===== config.mk =====
export PLATFORM = sky130hd
export DESIGN_NAME = ivr_receiver
export DESIGN_NICKNAME = d
export VERILOG_FILES = /design/src/rtl/ivr_pkg.sv /design/src/rtl/ivr_edge.sv /design/src/rtl/ivr_ctrl.sv /design/src/rtl/ivr_datapath.sv /design/src/rtl/ivr_receiver.sv
export SDC_FILE = /design/constraint.sdc
export NUM_CORES = 1
export LEC_CHECK = 0
export BUFFER_PORTS_ARGS = -buffer_cell sky130_fd_sc_hd__buf_2
export CORE_MARGIN = 1
export CORE_UTILIZATION = 40
export DETAILED_ROUTE_END_ITERATION = 16
export GPL_ROUTABILITY_DRIVEN = 1
export PLACE_DENSITY = 0.65
export SLEW_MARGIN = 20
export SYNTH_ARGS = -nofsm -noshare
export SYNTH_HDL_FRONTEND = slang
export SYNTH_SLANG_ARGS = --single-unit

===== constraint.sdc =====
create_clock -name clk -period 4.2 [get_ports clk]
set_input_delay 0.84 -clock clk [delete_from_list [all_inputs] [get_ports clk]]
set_output_delay 0.84 -clock clk [all_outputs]
set_load 0.005 [all_outputs]

===== src/rtl/ivr_pkg.sv =====
package ivr_pkg;
  localparam int IDX_MAX_W = 16;
  localparam int BUSY_BIT  = 5;
  localparam int TAG_LSB   = 6;
  localparam logic [4:0] TAG_VALUE = 5'h1F;

  typedef enum logic [1:0] {
    RD_STATUS = 2'd0,
    RD_WORD0  = 2'd1,
    RD_WORD1  = 2'd2,
    RD_WORD2  = 2'd3
  } rdSel_e;

  // strobes from control to datapath
  typedef struct packed {
    logic                 capture;
    logic [IDX_MAX_W-1:0] lineIdx;
  } ctrlStrobes_t;
endpackage


===== src/rtl/ivr_edge.sv =====
module ivr_edge #(
  parameter int NUM_LINES = 64
) (
  input  logic                 clk,
  input  logic                 rstN,
  input  logic [NUM_LINES-1:0] lines,
  output logic [NUM_LINES-1:0] riseVec,
  output logic [NUM_LINES-1:0] fallVec
);
  logic [NUM_LINES-1:0] prevQ;

  always_ff @(posedge clk) begin
    if (!rstN) prevQ <= '0;
    else       prevQ <= lines;
  end

  assign riseVec = lines & ~prevQ;
  assign fallVec = ~lines & prevQ;
endmodule


===== src/rtl/ivr_ctrl.sv =====
module ivr_ctrl
  import ivr_pkg::*;
#(
  parameter int NUM_LINES = 64
) (
  input  logic                 clk,
  input  logic                 rstN,
  input  logic [NUM_LINES-1:0] riseVec,
  input  logic [NUM_LINES-1:0] fallVec,
  output logic                 busy,
  output ctrlStrobes_t         strobes
);
  logic anyRise, anyFall, busyAfterFall;
  logic [IDX_MAX_W-1:0] lowIdx;

  assign anyRise = |riseVec;
  assign anyFall = |fallVec;
  // a fall is applied before a rise in the same cycle
  assign busyAfterFall = busy & ~anyFall;

  // lowest-numbered rising line wins
  always_comb begin
    lowIdx = '0;
    for (int i = NUM_LINES - 1; i >= 0; i--) begin
      if (riseVec[i]) lowIdx = IDX_MAX_W'(i);
    end
  end

  always_comb begin
    strobes.capture = anyRise & ~busyAfterFall;
    strobes.lineIdx = lowIdx;
  end

  always_ff @(posedge clk) begin
    if (!rstN)                busy <= 1'b0;
    else if (strobes.capture) busy <= 1'b1;
    else                      busy <= busyAfterFall;
  end

  AST_BUSY_IGNORE: assert property (@(posedge clk) disable iff (!rstN)
    busy && !anyFall |-> !strobes.capture);
  AST_FALL_CLEAR: assert property (@(posedge clk) disable iff (!rstN)
    busy && anyFall && !anyRise |=> !busy);
  AST_IDLE_STAY: assert property (@(posedge clk) disable iff (!rstN)
    !busy && !anyRise |=> !busy);
  AST_FALL_THEN_RISE: assert property (@(posedge clk) disable iff (!rstN)
    busy && anyFall && anyRise |=> busy);
endmodule


===== src/rtl/ivr_datapath.sv =====
module ivr_datapath
  import ivr_pkg::*;
#(
  parameter int DATA_W = 64
) (
  input  logic              clk,
  input  logic              rstN,
  input  ctrlStrobes_t      strobes,
  input  logic              busy,
  input  logic [1:0]        rdAddr,
  output logic [DATA_W-1:0] rdData,
  output logic              wakeOut
);
  localparam logic [DATA_W-1:0] TAG_WORD = DATA_W'(TAG_VALUE) << TAG_LSB;

  logic [DATA_W-1:0] word0, word1, word2, statusWord;
  logic              wakeQ;

  always_ff @(posedge clk) begin
    if (!rstN) begin
      word0 <= '0;
      word1 <= '0;
      word2 <= '0;
      wakeQ <= 1'b0;
    end else begin
      wakeQ <= strobes.capture;
      if (strobes.capture) begin
        word0 <= TAG_WORD | DATA_W'(strobes.lineIdx);
        word1 <= '0;
        word2 <= '0;
      end
    end
  end

  always_comb begin
    statusWord = '0;
    statusWord[BUSY_BIT] = busy;
  end

  always_comb begin
    unique case (rdSel_e'(rdAddr))
      RD_STATUS: rdData = statusWord;
      RD_WORD0:  rdData = word0;
      RD_WORD1:  rdData = word1;
      default:   rdData = word2;
    endcase
  end

  assign wakeOut = wakeQ;

  AST_WAKE_WITH_IRQ: assert property (@(posedge clk) disable iff (!rstN)
    wakeQ |-> busy);
  AST_WORD0_FORMAT: assert property (@(posedge clk) disable iff (!rstN)
    strobes.capture |=> word0 == (TAG_WORD | DATA_W'($past(strobes.lineIdx))));
  AST_WORDS_CLEARED: assert property (@(posedge clk) disable iff (!rstN)
    strobes.capture |=> word1 == '0 && word2 == '0);
endmodule


===== src/rtl/ivr_receiver.sv =====
module ivr_receiver
  import ivr_pkg::*;
#(
  parameter int NUM_LINES = 64,
  parameter int DATA_W    = 64
) (
  input  logic                 clk,
  input  logic                 rstN,
  input  logic [NUM_LINES-1:0] lines,
  input  logic [1:0]           rdAddr,
  output logic [DATA_W-1:0]    rdData,
  output logic                 irqReq,
  output logic                 wakeOut
);
  logic [NUM_LINES-1:0] riseVec, fallVec;
  logic                 busy;
  ctrlStrobes_t         strobes;

  ivr_edge #(.NUM_LINES(NUM_LINES)) i_edge (
    .clk(clk), .rstN(rstN), .lines(lines),
    .riseVec(riseVec), .fallVec(fallVec)
  );

  ivr_ctrl #(.NUM_LINES(NUM_LINES)) i_ctrl (
    .clk(clk), .rstN(rstN), .riseVec(riseVec), .fallVec(fallVec),
    .busy(busy), .strobes(strobes)
  );

  ivr_datapath #(.DATA_W(DATA_W)) i_datapath (
    .clk(clk), .rstN(rstN), .strobes(strobes), .busy(busy),
    .rdAddr(rdAddr), .rdData(rdData), .wakeOut(wakeOut)
  );

  assign irqReq = busy;
endmodule


# Word-level counts from Yosys, hierarchy flattened
# Index checks and enable logic that the tools add are counted.
classes:
  n_addsub: 0
  n_mul: 0
  n_div: 0
  n_lt_le_gt_ge: 0
  n_eq_ne: 1
  shift: 0
  muxes: 66
  n_bitwise: 8
  n_reduce_logical: 3
ops:
  columns: ["cell", "count"]
  rows:
  - ["6-bit 2-to-1 mux", 64]
  - ["64-bit AND", 2]
  - ["64-bit NOT", 2]
  - ["64-bit OR reduction", 2]
  - ["16-bit case mux with 2 select lines", 1]
  - ["1-bit AND", 2]
  - ["2-bit by 1-bit equality test with 1-bit output, second input constant", 1]
  - ["2-bit logical NOT", 1]
  - ["1-bit NOT", 2]
  - ["1-bit 2-to-1 mux", 1]
word_totals:
  regBits: 82
  latchBits: 0
  ramBits: 0
  mem_bits_ro: 0
  in_bits: 68
  output_inout_bits: 66
  word_cells: 82
  n_memories: 0

# Longest topological paths before layout
logic_depth:
  ltp_word: 66
  ltp_mapped: 8
  depth_no_buf: 7

# Hierarchy
# A second synthesis with hierarchy kept.
hier_totals:
  hier_cells: 551
  hier_area_um2: 4648.2
modules_own_cells:
  columns: ["mod", "n_inst", "cells_per_inst", "area_per_inst_um2", "seq_area_each_um2"]
  rows:
  - ["ivr_edge", 1, 263, 2561.2, 1281.2]
  - ["ivr_ctrl", 1, 180, 1107.3, 20.0]
  - ["ivr_datapath", 1, 108, 979.7, 260.2]

# Least setup slack after synthesis
# OpenSTA, ideal clock, no wires.
synth_path:
  path_type: "input to register"
  from: "input port lines[42]"
  to: "register i_datapath.word0[9]"
  setup_time_ns: 0.115
  t_arrival_ns: 2.364
  required_time_ns: 4.085
  path_slack_ns: 1.721
  stages: 8
  path_buffers: 1
  path_cell_list: "nor2b_1 -> or4_1 -> nand2b_4 -> nor3_2 -> and2_1 -> buf_4 -> nor2_1 -> o21a_1"
synth_between:
  elab_chain_len: 7
  word_cells_on_any_way: 9
  classes_between: "7 x bitwise; 2 x reduce/logical"
synth_lines:
  columns: ["element", "line_no", "source"]
  rows:
  - ["start: declaration", "ivr_receiver.sv:9", "input logic [NUM_LINES-1:0] lines,"]
  - ["64-bit NOT", "ivr_edge.sv:18", "assign fallVec = ~lines & prevQ;"]
  - ["64-bit AND", "ivr_edge.sv:18", null]
  - ["64-bit OR reduction", "ivr_ctrl.sv:17", "assign anyFall = |fallVec;"]
  - ["1-bit NOT", "ivr_ctrl.sv:19", "assign busyAfterFall = busy & ~anyFall;"]
  - ["1-bit AND", "ivr_ctrl.sv:19", null]
  - ["1-bit NOT", "ivr_ctrl.sv:30", "strobes.capture = anyRise & ~busyAfterFall;"]
  - ["1-bit AND *", "ivr_ctrl.sv:30", null]
  - ["end signal: assignment", "ivr_datapath.sv:28", "word0 <= TAG_WORD | DATA_W'(strobes.lineIdx);"]
  - ["end: declaration", "ivr_datapath.sv:16", "logic [DATA_W-1:0] word0, word1, word2, statusWord;"]
# Mark *: on every way between the ends. The rest lies on a longest branch, timed or not.
# A chain may end at the register's enable or synchronous reset.

# Worst setup path in the final report
layout_path:
  from: "input port lines[59]"
  to: "register i_datapath.word0[9]"
# Same word-level chain as after synthesis.

==> summary.md <==
| Metric | Value |
|---|---|
| Status | `completed` |
| Commonest non-fill, non-tap cell in the layout | `buf_2` |
| Crit share post-route | `0.733` |
| Die Y | `105 µm` |
| Die area | `11100 µm²` |
| Yosys top cell area share | `0.342` |
| DRT met1 WL | `5.25 mm` |
| Synth Warn # | `0` |
| EDFF count, synth | `0` |
| Global route total overflow | `0` |
| Clk slew on worst S/H paths | `0.08 ns` |
| Routed wire per std cell | `14.9 µm` |
| Seq/Total Area, Yosys | `0.342` |
| Synthesis-to-finish area growth | `12.4%` |
| RSZ-0062 raised after global routing | `no` |
| Num CTS Buffers | `9` |
| Final Skew | `0.00848 ns` |
| IO Pins | `134` |
| Met3 wire length | `645 µm` |
| Top cells by area, synth | `dfxtp_1 34%, buf_4 10%, nor2b_1 8.2%` |
| Syn Inst Count | `535` |
| CP Cell Sequence | `buf_2 > nor2b_1 > a2111oi_0 > nand4bb_1 > nor3_2 > and2_1 > nor2_1 > o21a_1` |
| Final nets | `682` |
| Crit. End Element | `flop` |
| CTS resizes | `0` |
| Number of global-route vias before repair | `3533` |
| Slew Limit Headroom | `0.198` |
| DRT Pass-1 Iters | `4` |
| Fin Hold WS | `0.458 ns` |
| Antenna diodes | `0` |
| Cell variety after synth | `58` |
| Root buffer cell | `clkbuf_8` |
| Met2 wire len | `4.98 mm` |
| All-layer global routing usage | `0.213` |
| CP max stage cell | `a2111oi_0` |
| Chip width | `105 µm` |
| Gpl congestion | `0.897` |
| DRC viols | `0` |
| Vias per cell | `4.96` |
| Crit Path Category | `input port to flop` |
| Post-DRT Antenna Nets | `0` |
| R2R cell count | `7` |
| Mapped Area | `4280 µm²` |
| Max IR drop VDD | `151 µV` |
| Pleak | `2.13 nW` |
| Total placed instance area | `4590 µm²` |
| Depth of the worst hold-timing path | `2` |
| Worst Setup Start Kind | `input port` |
| Hold Fails Final Rpt | `0` |
| Sink Count | `73` |
| CP peak stage delay | `0.99 ns` |
| Commonest non-fill, non-tap cells in the layout | `80 x buf_2, 73 x dfxtp_1, 56 x nor2b_1` |
| Maximum root-to-sink buffer count | `2` |
| Post-Route WL | `11.2 mm` |
| Antenna violations before repair | `0` |
| Cell Pwr Density | `341 nW/µm²` |
| Core area | `10400 µm²` |
| First-pass GRT wire length | `17.9 mm` |
| Final Util | `0.464` |
| Setup-failing EPs final | `0` |
| Synthesized flop and latch total | `73` |
| DP HPWL | `9.06 mm` |
| FFs w/ async S/R, synth | `0` |
| Buf+Inv Stages, Crit Path | `1` |
| Final Max Tran Viols | `0` |
| Tmin final | `3.08 ns` |
| H-tree levels | `3` |
| I/O Buffers | `80` |
| Cell area after layout | `4810 µm²` |
| Most area-hungry cell type in the Yosys netlist | `dfxtp_1` |
| Setup TNS Final | `0 ns` |
| Initial Utilization | `0.413` |
| Max Used Layer | `met4` |
| Initial drt markers | `271` |
| Most common flop cell mapped by yosys | `dfxtp_1` |
| Crit path DAT | `3.34 ns` |
| # rows | `37` |
| FMAX | `0.325 GHz` |
| CTS tree | `done` |
| Hold WC Path Type | `flop to flop` |
| Max-cap violations | `0` |
| Clock latency on the worst-skew pair | `0.36 ns` |
| Hold-fix buffers, CTS | `0` |
| # Post-CTS Setup Buffers | `0` |
| Critical Path RT | `4.46 ns` |
| Share of cells above drive strength 1 | `0.174` |
| Via count | `3743` |
| Mean Syn Cell Area | `8.00 µm²` |
| CP max FO | `10` |
| CP Depth | `8` |
| Largest net degree at the start of global routing | `52` |
| Slew @ Worst Pin | `1.17 ns` |
| Cell family contributing the most delay on the critical path | `simple AND/OR/NAND/NOR gates` |
## area by class of cell
class | instances | area [µm²]
clock buffer | 11 | 141
clock inverter | 5 | 78.8
fill | 1081 | 5560
inverter | 48 | 180
multi-input combinational | 400 | 2360
sequential | 73 | 1460
tap | 136 | 170
timing repair buffer | 82 | 415
## through the flow
step                      power (mW)  setup slack, ns  cells
after floorplan                0.963             1.72    587
after detailed placement        1.03            0.836    739
after global placement          1.03            0.915    739
after global routing            1.72             1.09    755
final                           1.64             1.12    755
after CTS                       1.65             1.20    755
## tightest hold or removal path, delay by kind of cell, from the launching register on
| family | cells | cell delay, ns |
|---|---|---|
| AOI/OAI and AO/OA | 1 | 0.05 |
| and+or+nand+nor | 1 | 0.06 |
| DFF | 1 | 0.31 |
## synthesized netlist by cell type (all sizes together), types with 3 or more instances
cell type and count:
o31ai 4, clkbuf 5, or4 3, o21ai 14, o22ai 10, a21oi 15, buf 61, a221oi 3
nand4 9, nand2 15, nor3 13, inv 48, nand3 6, a2111o 4, nor4 7, nand2b 39
nor2 40, o211ai 3, dfxtp 73, a2111oi 7, a211oi 9, and2 54, o2111ai 6, nor2b 56
## logic make-up (layout without fill, tap and decap cells)
logic type,Yosys count,after routing,share of synthesized area
other,1,53,0.000876
buffers and inverters,114,146,0.152
and+or+nand+nor,250,250,0.339
muxes,1,1,0.00234
DFF,73,73,0.342
AOI/OAI and AO/OA,96,96,0.165
## routing by layer
layer,track usage,up-vias
met2,0.340,151
met4,0.117,0
met5,0,-
met1,0.275,1704
li1,-,1870
met3,0.0322,18
## where the power goes
part           internal, mW  total, mW  switching, mW
registers             0.728      0.747         0.0188
clock network         0.350      0.621          0.271
logic                 0.110      0.270          0.160
## final timing paths
path,start,to,slack (ns)
worst max-delay path,lines[59],i_datapath.word0[9],1.12
worst min-delay path,i_datapath.word0[0],i_datapath.word0[0],0.46
worst max register to register,i_edge.prevQ[57],i_datapath.word0[9],1.43
worst min register to register,i_datapath.word0[0],i_datapath.word0[0],0.46
## state kept, by name (all words and copies together), names as in the netlist
name / count
i_edge.prevQ: 64
i_datapath.word0: 7
i_datapath.wakeOut: 1
i_ctrl.busy: 1
No activity file was read; power rests on OpenSTA's default activity.
